File: src/rtl/rwc_pkg.sv
package rwc_pkg;
  localparam int DW = 8;
  localparam logic [7:0] ADR_WAKE_EN   = 8'h1C;
  localparam logic [7:0] ADR_WAKE_STAT = 8'h1D;
  localparam logic [7:0] ADR_ANA       = 8'h20;

  // writable fields of the analog control register
  typedef struct packed {
    logic unlock;   // bit 6
    logic mfg_en;   // bit 5
    logic pa_oe;    // bit 2
    logic pa_inv;   // bit 1
    logic rst_bit;  // bit 0
  } ana_t;

  localparam ana_t ANA_DEFAULT = '{unlock: 1'b0, mfg_en: 1'b0, pa_oe: 1'b0,
                                   pa_inv: 1'b0, rst_bit: 1'b1};

  function automatic logic [DW-1:0] ana_pack(ana_t a);
    return {1'b0, a.unlock, a.mfg_en, 2'b00, a.pa_oe, a.pa_inv, a.rst_bit};
  endfunction
endpackage

File: src/rtl/rwc_wake_unit.sv
module rwc_wake_unit (
  input  logic clk,
  input  logic rst_n,
  input  logic pwr_down,
  input  logic dev_ready,
  input  logic en_we,
  input  logic en_wbit,
  input  logic stat_rd,
  input  logic soft_clr,
  output logic en_q,
  output logic stat_q,
  output logic irq
);
  logic cond, cond_q, evt;
  logic en_d, stat_d;

  assign cond = ~pwr_down & dev_ready;
  assign evt  = cond & ~cond_q;

  always_comb begin
    en_d   = en_q;
    stat_d = stat_q;
    if (soft_clr) begin
      en_d   = 1'b0;
      stat_d = 1'b0;
    end else begin
      if (en_we) en_d = en_wbit;
      if (evt)          stat_d = 1'b1;
      else if (stat_rd) stat_d = 1'b0;
    end
  end

  always_ff @(posedge clk or negedge rst_n) begin
    if (!rst_n) begin
      en_q   <= 1'b0;
      stat_q <= 1'b0;
      cond_q <= 1'b1;
    end else begin
      en_q   <= en_d;
      stat_q <= stat_d;
      cond_q <= cond;
    end
  end

  assign irq = en_q & stat_q;
endmodule

File: src/rtl/rwc_ana_unit.sv
module rwc_ana_unit
  import rwc_pkg::*;
(
  input  logic          clk,
  input  logic          rst_n,
  input  logic          ana_we,
  input  logic [DW-1:0] wdata,
  output ana_t          ana_q,
  output logic          soft_rst,
  output logic          soft_req
);
  ana_t ana_d;
  logic both_flip;
  logic unused_wbits;

  assign unused_wbits = ^{wdata[7], wdata[4:3]};
  assign soft_req  = ana_we & wdata[0];
  assign both_flip = (wdata[2] != ana_q.pa_oe) && (wdata[1] != ana_q.pa_inv);

  always_comb begin
    ana_d = ana_q;
    if (soft_req) begin
      ana_d = ANA_DEFAULT;
    end else if (ana_we) begin
      ana_d.unlock  = wdata[6];
      ana_d.mfg_en  = wdata[5];
      ana_d.pa_oe   = wdata[2];
      ana_d.pa_inv  = both_flip ? ana_q.pa_inv : wdata[1];
      ana_d.rst_bit = 1'b0;
    end
  end

  always_ff @(posedge clk or negedge rst_n) begin
    if (!rst_n) begin
      ana_q    <= ANA_DEFAULT;
      soft_rst <= 1'b0;
    end else begin
      ana_q    <= ana_d;
      soft_rst <= soft_req;
    end
  end
endmodule

File: src/rtl/rwc_pa_driver.sv
module rwc_pa_driver (
  input  logic oe,
  input  logic inv,
  input  logic req,
  output logic pin,
  output logic pin_oe
);
  assign pin_oe = oe;
  assign pin    = oe & (req ^ inv);
endmodule

File: src/rtl/radio_wake_ctl.sv
module radio_wake_ctl
  import rwc_pkg::*;
#(
  parameter int ADDR_W = 8
) (
  input  logic              clk,
  input  logic              rst_n,
  input  logic [ADDR_W-1:0] bus_addr,
  input  logic [DW-1:0]     bus_wdata,
  input  logic              bus_we,
  input  logic              bus_re,
  output logic [DW-1:0]     bus_rdata,
  input  logic              pwr_down,
  input  logic              dev_ready,
  input  logic              pa_req,
  output logic              irq,
  output logic              pa_ctl,
  output logic              pa_ctl_oe,
  output logic              prot_wr_unlock,
  output logic              mfg_id_en,
  output logic              soft_rst
);
  localparam logic [ADDR_W-1:0] A_EN   = ADDR_W'(ADR_WAKE_EN);
  localparam logic [ADDR_W-1:0] A_STAT = ADDR_W'(ADR_WAKE_STAT);
  localparam logic [ADDR_W-1:0] A_ANA  = ADDR_W'(ADR_ANA);

  logic [1:0] rst_sync;
  logic       rst_sync_n;
  logic       en_q, stat_q, soft_req;
  ana_t       ana_q;

  always_ff @(posedge clk or negedge rst_n) begin
    if (!rst_n) rst_sync <= 2'b00;
    else        rst_sync <= {rst_sync[0], 1'b1};
  end
  assign rst_sync_n = rst_sync[1];

  rwc_wake_unit u_wake (
    .clk      (clk),
    .rst_n    (rst_sync_n),
    .pwr_down (pwr_down),
    .dev_ready(dev_ready),
    .en_we    (bus_we && bus_addr == A_EN),
    .en_wbit  (bus_wdata[0]),
    .stat_rd  (bus_re && bus_addr == A_STAT),
    .soft_clr (soft_req),
    .en_q     (en_q),
    .stat_q   (stat_q),
    .irq      (irq)
  );

  rwc_ana_unit u_ana (
    .clk     (clk),
    .rst_n   (rst_sync_n),
    .ana_we  (bus_we && bus_addr == A_ANA),
    .wdata   (bus_wdata),
    .ana_q   (ana_q),
    .soft_rst(soft_rst),
    .soft_req(soft_req)
  );

  rwc_pa_driver u_pa (
    .oe    (ana_q.pa_oe),
    .inv   (ana_q.pa_inv),
    .req   (pa_req),
    .pin   (pa_ctl),
    .pin_oe(pa_ctl_oe)
  );

  assign prot_wr_unlock = ana_q.unlock;
  assign mfg_id_en      = ana_q.mfg_en;

  always_comb begin
    bus_rdata = '0;
    if (bus_re) begin
      unique case (bus_addr)
        A_EN:    bus_rdata = {{(DW-1){1'b0}}, en_q};
        A_STAT:  bus_rdata = {{(DW-1){1'b0}}, stat_q};
        A_ANA:   bus_rdata = ana_pack(ana_q);
        default: bus_rdata = '0;
      endcase
    end
  end
endmodule

File: config.mk
export PLATFORM = sky130hd
export DESIGN_NAME = radio_wake_ctl
export DESIGN_NICKNAME = d
export VERILOG_FILES = /design/src/rtl/rwc_pkg.sv /design/src/rtl/rwc_wake_unit.sv /design/src/rtl/rwc_ana_unit.sv /design/src/rtl/rwc_pa_driver.sv /design/src/rtl/radio_wake_ctl.sv
export SDC_FILE = /design/constraint.sdc
export NUM_CORES = 1
export LEC_CHECK = 0
export CAP_MARGIN = 10
export CORE_AREA = 3 3 45 47
export DETAILED_ROUTE_END_ITERATION = 8
export DIE_AREA = 0 0 48 50
export PLACE_DENSITY = 0.78
export SLEW_MARGIN = 20
export SYNTH_ARGS = -nofsm -noshare
export SYNTH_HDL_FRONTEND = slang
export SYNTH_SLANG_ARGS = --single-unit
File: constraint.sdc
create_clock -name clk -period 3.46 [get_ports clk]
set_input_delay 0.865 -clock clk [delete_from_list [all_inputs] [get_ports clk]]
set_output_delay 0.865 -clock clk [all_outputs]
set_load 0.005 [all_outputs]
After elaboration in Yosys (flattened, before gate mapping)
Index checks and enable logic that the tools add are counted.
{ "classes": {"muxes": 10, "n_eq_ne": 6, "n_reduce_logical": 8, "bitwise": 8} }
{ "op_table": {"columns": ["op", "count"], "rows": [
  ["7-bit one-hot mux with 3 select lines", 1],
  ["8-bit by 5-bit equality test with 1-bit output, second input constant", 2],
  ["5-bit two-way mux", 2],
  ["8-bit by 6-bit equality test with 1-bit output, second input constant", 1],
  ["8-bit two-way mux", 1],
  ["1-bit two-way mux", 6],
  ["1-bit bitwise AND", 5],
  ["1-bit logical AND", 4],
  ["2-bit nonzero test", 2],
  ["3-bit nonzero test", 1],
  ["1-bit != test", 2],
  ["2-bit by 1-bit != test with 1-bit output, second input constant", 1],
  ["1-bit NOT", 2],
  ["2-bit AND reduction", 1],
  ["1-bit XOR", 1]
]} }
{ "totals": {"output_inout_bits": 14, "reg_bits": 11, "wordCells": 42} }

Logic depth before layout (Yosys ltp)
Gate-level depths: netlist of run 1.
{ "logic_depth": {"ltp_word": 5, "depth_mapped": 4, "mapped_depth_nobuf": 3} }

Cells and area by module
A second synthesis of run 1 with hierarchy kept.
{ "unflattened": {"cells_unflattened": 64, "area_unflattened_um2": 625.6} }
{ "modules_own_cells": {"columns": ["module", "area_each_um2", "cells_each", "n_inst"], "rows": [
  ["rwc_ana_unit", 249.0, 23, 1],
  ["radio_wake_ctl", 227.7, 28, 1],
  ["rwc_wake_unit", 126.4, 10, 1],
  ["rwc_pa_driver", 22.5, 3, 1]
]} }

Worst setup path after synthesis of run 1
No wires, ideal clock.
{ "synth_timing": {"kind": "input to output", "from": "input port bus_addr[1]", "to": "output port bus_rdata[0]", "setup_slack_ps": 572, "arrival_time_ps": 2023, "required_ps": 2595, "stages": 3, "path_buffers": 0, "cell_sequence": "or4b_2 nor3_1 a22o_1"} }
{ "synth_via": {"elab_chain_cells": 3, "word_cells_on_any_way": 5} }
{ "synth_rtl": {"columns": ["element", "line", "text"], "rows": [
  ["start, declared", "radio_wake_ctl.sv:8", "input logic [ADDR_W-1:0] bus_addr,"],
  ["8-bit by 6-bit equality test with 1-bit output or 8-bit by 5-bit equality test with 1-bit output (tied branches)", "radio_wake_ctl.sv:76", "unique case (bus_addr)"],
  ["7-bit one-hot mux with 3 select lines *", "radio_wake_ctl.sv:76", null],
  ["8-bit two-way mux *", "radio_wake_ctl.sv:75", "if (bus_re) begin"],
  ["end, declared", "radio_wake_ctl.sv:12", "output logic [DW-1:0] bus_rdata,"]
]} }
Every way passes the cells marked *; elsewhere a longest branch is shown, timed or not.

Worst setup path after layout of run 1
{ "layout_timing": {"from": "input port bus_re", "to": "output port bus_rdata[2]"} }
{ "layout_via": {"elab_chain_cells": 1} }
{ "layout_rtl": {"columns": ["element", "line", "text"], "rows": [
  ["start, declared", "radio_wake_ctl.sv:11", "input logic bus_re,"],
  ["8-bit two-way mux", "radio_wake_ctl.sv:75", null]
]} }
Every way passes these cells.

==> PnR_summary.wiki, run 1 <==
{| class="wikitable"
! Metric !! Value
|-
| Length in cells of the worst reg-to-reg path || 2
|-
| Peak supply drop || 0.000248 V
|-
| Detailed-route wire length per cell || 13.3 um
|-
| Leading post-synthesis cells by cell area || sky130_fd_sc_hd__dfrtp_1 (36%), sky130_fd_sc_hd__dfstp_2 (8.3%), sky130_fd_sc_hd__and2_1 (7.0%), sky130_fd_sc_hd__mux2_2 (5.4%), sky130_fd_sc_hd__nor2b_1 (4.0%)
|-
| Syn_area_per_cell || around 11 um2
|-
| Post-Place Setup Slack || -319 ps
|-
| Vias per cell || 5.00
|-
| Element type at the critical path start || primary input
|-
| GRT Total Usage || 13.9%
|-
| Share of async-settable or async-resettable flops after synthesis || 100%
|-
| Data arrival time of the worst path || 2500 ps
|-
| Count of yosys warnings during synthesis || 0
|-
| Most numerous cell types in the synthesized netlist || sky130_fd_sc_hd__dfrtp_1 (9), sky130_fd_sc_hd__and2_1 (7), sky130_fd_sc_hd__nor2b_1 (4)
|-
| RD Place Congestion || 0.691
|-
| Final period demand of the worst path || 3370 ps
|-
| Later-pin clock latency in the skew report || 260 ps
|-
| Setup slack of the worst register-to-register path || 2450 ps
|-
| Vias in the first global route || 568
|-
| Outcome || finished clean
|-
| Clock Tree Buf Depth || 2
|-
| Endpoint of the worst register-to-register path || u_ana.ana_q[1]
|-
| Share of the synthesized area in the top cell type || around 36%
|-
| Required time at the endpoint of the critical path || 2590 ps
|-
| Setup crit end kind || primary output
|-
| Root buffer cell || sky130_fd_sc_hd__clkbuf_4
|-
| Iteration-0 DRC count of the detailed router || 5
|-
| Register bit count reported by yosys || 11
|-
| Count of max-cap constraint violations || 0
|-
| Die Area || 2400 um2
|-
| Count of final max-slew check failures || 0
|-
| Final number of setup-violating endpoints || 0
|-
| Initial antenna violation count || 0
|-
| Core area || 1690 um2
|-
| Total routed wirelength || approximately 1.5 mm
|-
| Ordered list of cells on the worst path || clkdlybuf4s50_1, or4b_4, nor3_2, buf_4, buf_4, and2_1, dlygate4sd2_1
|-
| Mapped cell area || 629 um2
|-
| I/O pin count || 37
|-
| Number of hold buffers added after CTS || 0
|-
| Total via count in the routed design || 570
|-
| Static leakage || 0.435 nW
|-
| Detail Route Antenna Nets || 0
|-
| Sum of net half-perimeters after detailed placement || roughly 1.2 mm
|-
| Most repeated cell in the gate-level netlist after synthesis || sky130_fd_sc_hd__dfrtp_1
|-
| Count of standard-cell rows || 15
|-
| Sequential cell area fraction in the yosys report || 44.1%
|-
| Total CTS buffers || 3
|-
| Count of unique library cells instantiated by Yosys || 31
|-
| Power density over cell area || 273 nW/um2
|-
| Final worst setup slack || 94.6 ps
|-
| Clock slew at reported path FFs || 70 ps
|-
| Number of sinks on the clock net || 11
|-
| CTS tree || done
|-
| Top FF cell, synth || sky130_fd_sc_hd__dfrtp_1
|-
| Count of flip-flops with a built-in enable after synthesis || 0
|-
| First-pass GRT wire length || 2.37 mm
|-
| Layout area overhead || 57.7%
|-
| Maximum number of pins on one net before global-route repair || 11
|-
| Vertical die dimension || 50 um
|-
| WHS || between 100 and 150 ps
|-
| Worst Skew || 4.63 ps
|-
| Startpoint-to-endpoint class of the critical path || in -> out
|-
| Share of final-layout standard cells stronger than drive strength 1 || 24.7%
|-
| Count of unresolved DRC violations after routing || 0
|-
| Cell count after synthesis || 59
|-
| Share of the clock period used by the worst path after layout || between 90% and 100%
|-
| Starting density of the core || 37.3%
|-
| Unrepaired setup endpoints after global routing || no
|-
| Hold violation count in the final report || 0
|-
| Remaining global-route overflow || 0
|-
| Upper clock frequency limit || 297 MHz
|-
| Post-layout nets || 121
|-
| Type of the worst min-delay path || reg -> async
|-
| Max H-tree Level || 1
|-
| Number of fillers in the final layout || 149
|-
| Top fanout value on the critical path || 3
|-
| Largest stage delay on the critical path || 460 ps
|-
| Detailed Routing Iterations Pass 1 || 4
|-
| Number of buffers inserted by port buffering || 30
|-
| Slowest cell on the critical path || sky130_fd_sc_hd__or4b_4
|-
| Crit Reg-Reg Startpoint || u_ana.ana_q[2]
|-
| Cell type contributing the most total cell area after synthesis || sky130_fd_sc_hd__dfrtp_1
|-
| Horizontal die dimension || 48 um
|-
| Most used cell, CP || sky130_fd_sc_hd__buf_4
|-
| Number of antenna repair diodes || 0
|}
[placed cells by master, fill, tap and decap left out, types with 3 or more instances in the layout]
master                            netlist  final
sky130_fd_sc_hd__buf_4                  3      7
sky130_fd_sc_hd__conb_1                 2      4
sky130_fd_sc_hd__clkdlybuf4s50_1        0     21
sky130_fd_sc_hd__dlygate4sd2_1          0      6
sky130_fd_sc_hd__nor2b_1                4      4
sky130_fd_sc_hd__and2_1                 7      7
sky130_fd_sc_hd__dfrtp_1                9      9
sky130_fd_sc_hd__clkbuf_4               0      3
sky130_fd_sc_hd__mux2_2                 3      3
[worst max path at each step]
stage / startpoint / end / slack, ps / cells after the start
4_1_cts: bus_re / bus_rdata[5] / 6 / 8
3_3_place_gp: bus_addr[1] / bus_rdata[0] / -290 / 6
2_1_floorplan: bus_addr[1] / bus_rdata[0] / 570 / 3
3_5_place_dp: bus_addr[1] / bus_rdata[0] / -320 / 6
5_1_grt: bus_addr[1] / bus_rdata[2] / 20 / 7
6_report: bus_re / bus_rdata[2] / 90 / 7
[metal layers]
layer | vias up | track usage [%] | part of all wire (%) | wire, um
met1 | 272 | 15.2 | 40 | 606
li1 | 279 | - | - | -
met3 | 2 | 4.38 | 4.4 | 67
met2 | 17 | 24.2 | 55 | 830
met4 | 0 | 4.04 | 0.92 | 14
met5 | - | 0 | 0 | 0
[layout make-up]
| class | count | area (um2) | share of cell area (%) |
|---|---|---|---|
| Clock buffer | 4 | 26.3 | 2.65 |
| Multi-Input combinational cell | 43 | 329 | 33.2 |
| Tap cell | 17 | 21.3 | 2.14 |
| Inverter | 2 | 7.51 | 0.757 |
| Sequential cell | 11 | 278 | 28.0 |
| Timing Repair Buffer | 37 | 330 | 33.3 |
[per-stage QoR]
stage | TNS, ps | area, um2 | utilization, % | instances | total power [mW]
after floorplan | 0 | 637 | - | 61 | 0.159
after global placement | -1360 | 957 | 56.7 | 107 | 0.188
after detailed placement | -1510 | 957 | 56.7 | 107 | 0.190
after CTS | 0 | 1000 | 59.3 | 114 | 0.274
after global routing | 0 | 992 | 58.7 | 114 | 0.284
final | 0 | 992 | 58.7 | 114 | 0.271
[power breakdown]
group	switching, mW	total [mW]	internal (mW)	leakage, nW
Sequential	0.00430	0.139	0.134	0.127
Combinational	0.0169	0.0484	0.0315	0.294
Clock	0.0390	0.0835	0.0445	0.0150
[logic make-up after synthesis]
group	synth area share (%)
simple gates	29.4
flops	44.1
compound gates	8.55
buf+inv	6.16
mux	7.75
xor+xnor	2.78
other cells	1.19
[flip-flops by register name, summed over array words and instances (netlist names)]
signal / cells
u_ana.ana_q: 5
u_wake.en_q: 1
u_wake.cond_q: 1
u_wake.stat_q: 1
rst_sync: 2
u_ana.soft_rst: 1
[what timing repair did]
| item | in CTS | in global routing |
|---|---|---|
| pin swaps | 3 | 0 |
| buffers inserted | 3 | 0 |
| setup endpoints to repair | 5 | 2 |
| resized for setup | 16 | 2 |
[critical path, delay by kind of cell]
kind | cells | cell delay, ps
buffers and inverters | 4 | 890
and+or+nand+nor | 3 | 730
Power figures use the tool's default switching activity.
==> run 2, diff against run 1 <==
--- a/config.mk
+++ b/config.mk
@@ -5,7 +5,7 @@
 export SDC_FILE = /design/constraint.sdc
 export NUM_CORES = 1
 export LEC_CHECK = 0
-export CAP_MARGIN = 10
+export CAP_MARGIN = 0
 export CORE_AREA = 3 3 45 47
 export DETAILED_ROUTE_END_ITERATION = 8
 export DIE_AREA = 0 0 48 50
==> results of run 2 <==
The final DEF is identical to that of run 1; final timing and power are the same.
==> run 3, diff against run 2 <==
--- a/config.mk
+++ b/config.mk
@@ -9,6 +9,7 @@
 export CORE_AREA = 3 3 45 47
 export DETAILED_ROUTE_END_ITERATION = 8
 export DIE_AREA = 0 0 48 50
+export GPL_ROUTABILITY_DRIVEN = 0
 export PLACE_DENSITY = 0.78
 export SLEW_MARGIN = 20
 export SYNTH_ARGS = -nofsm -noshare
==> results of run 3 <==
The final DEF is identical to that of run 1; final timing and power are the same.
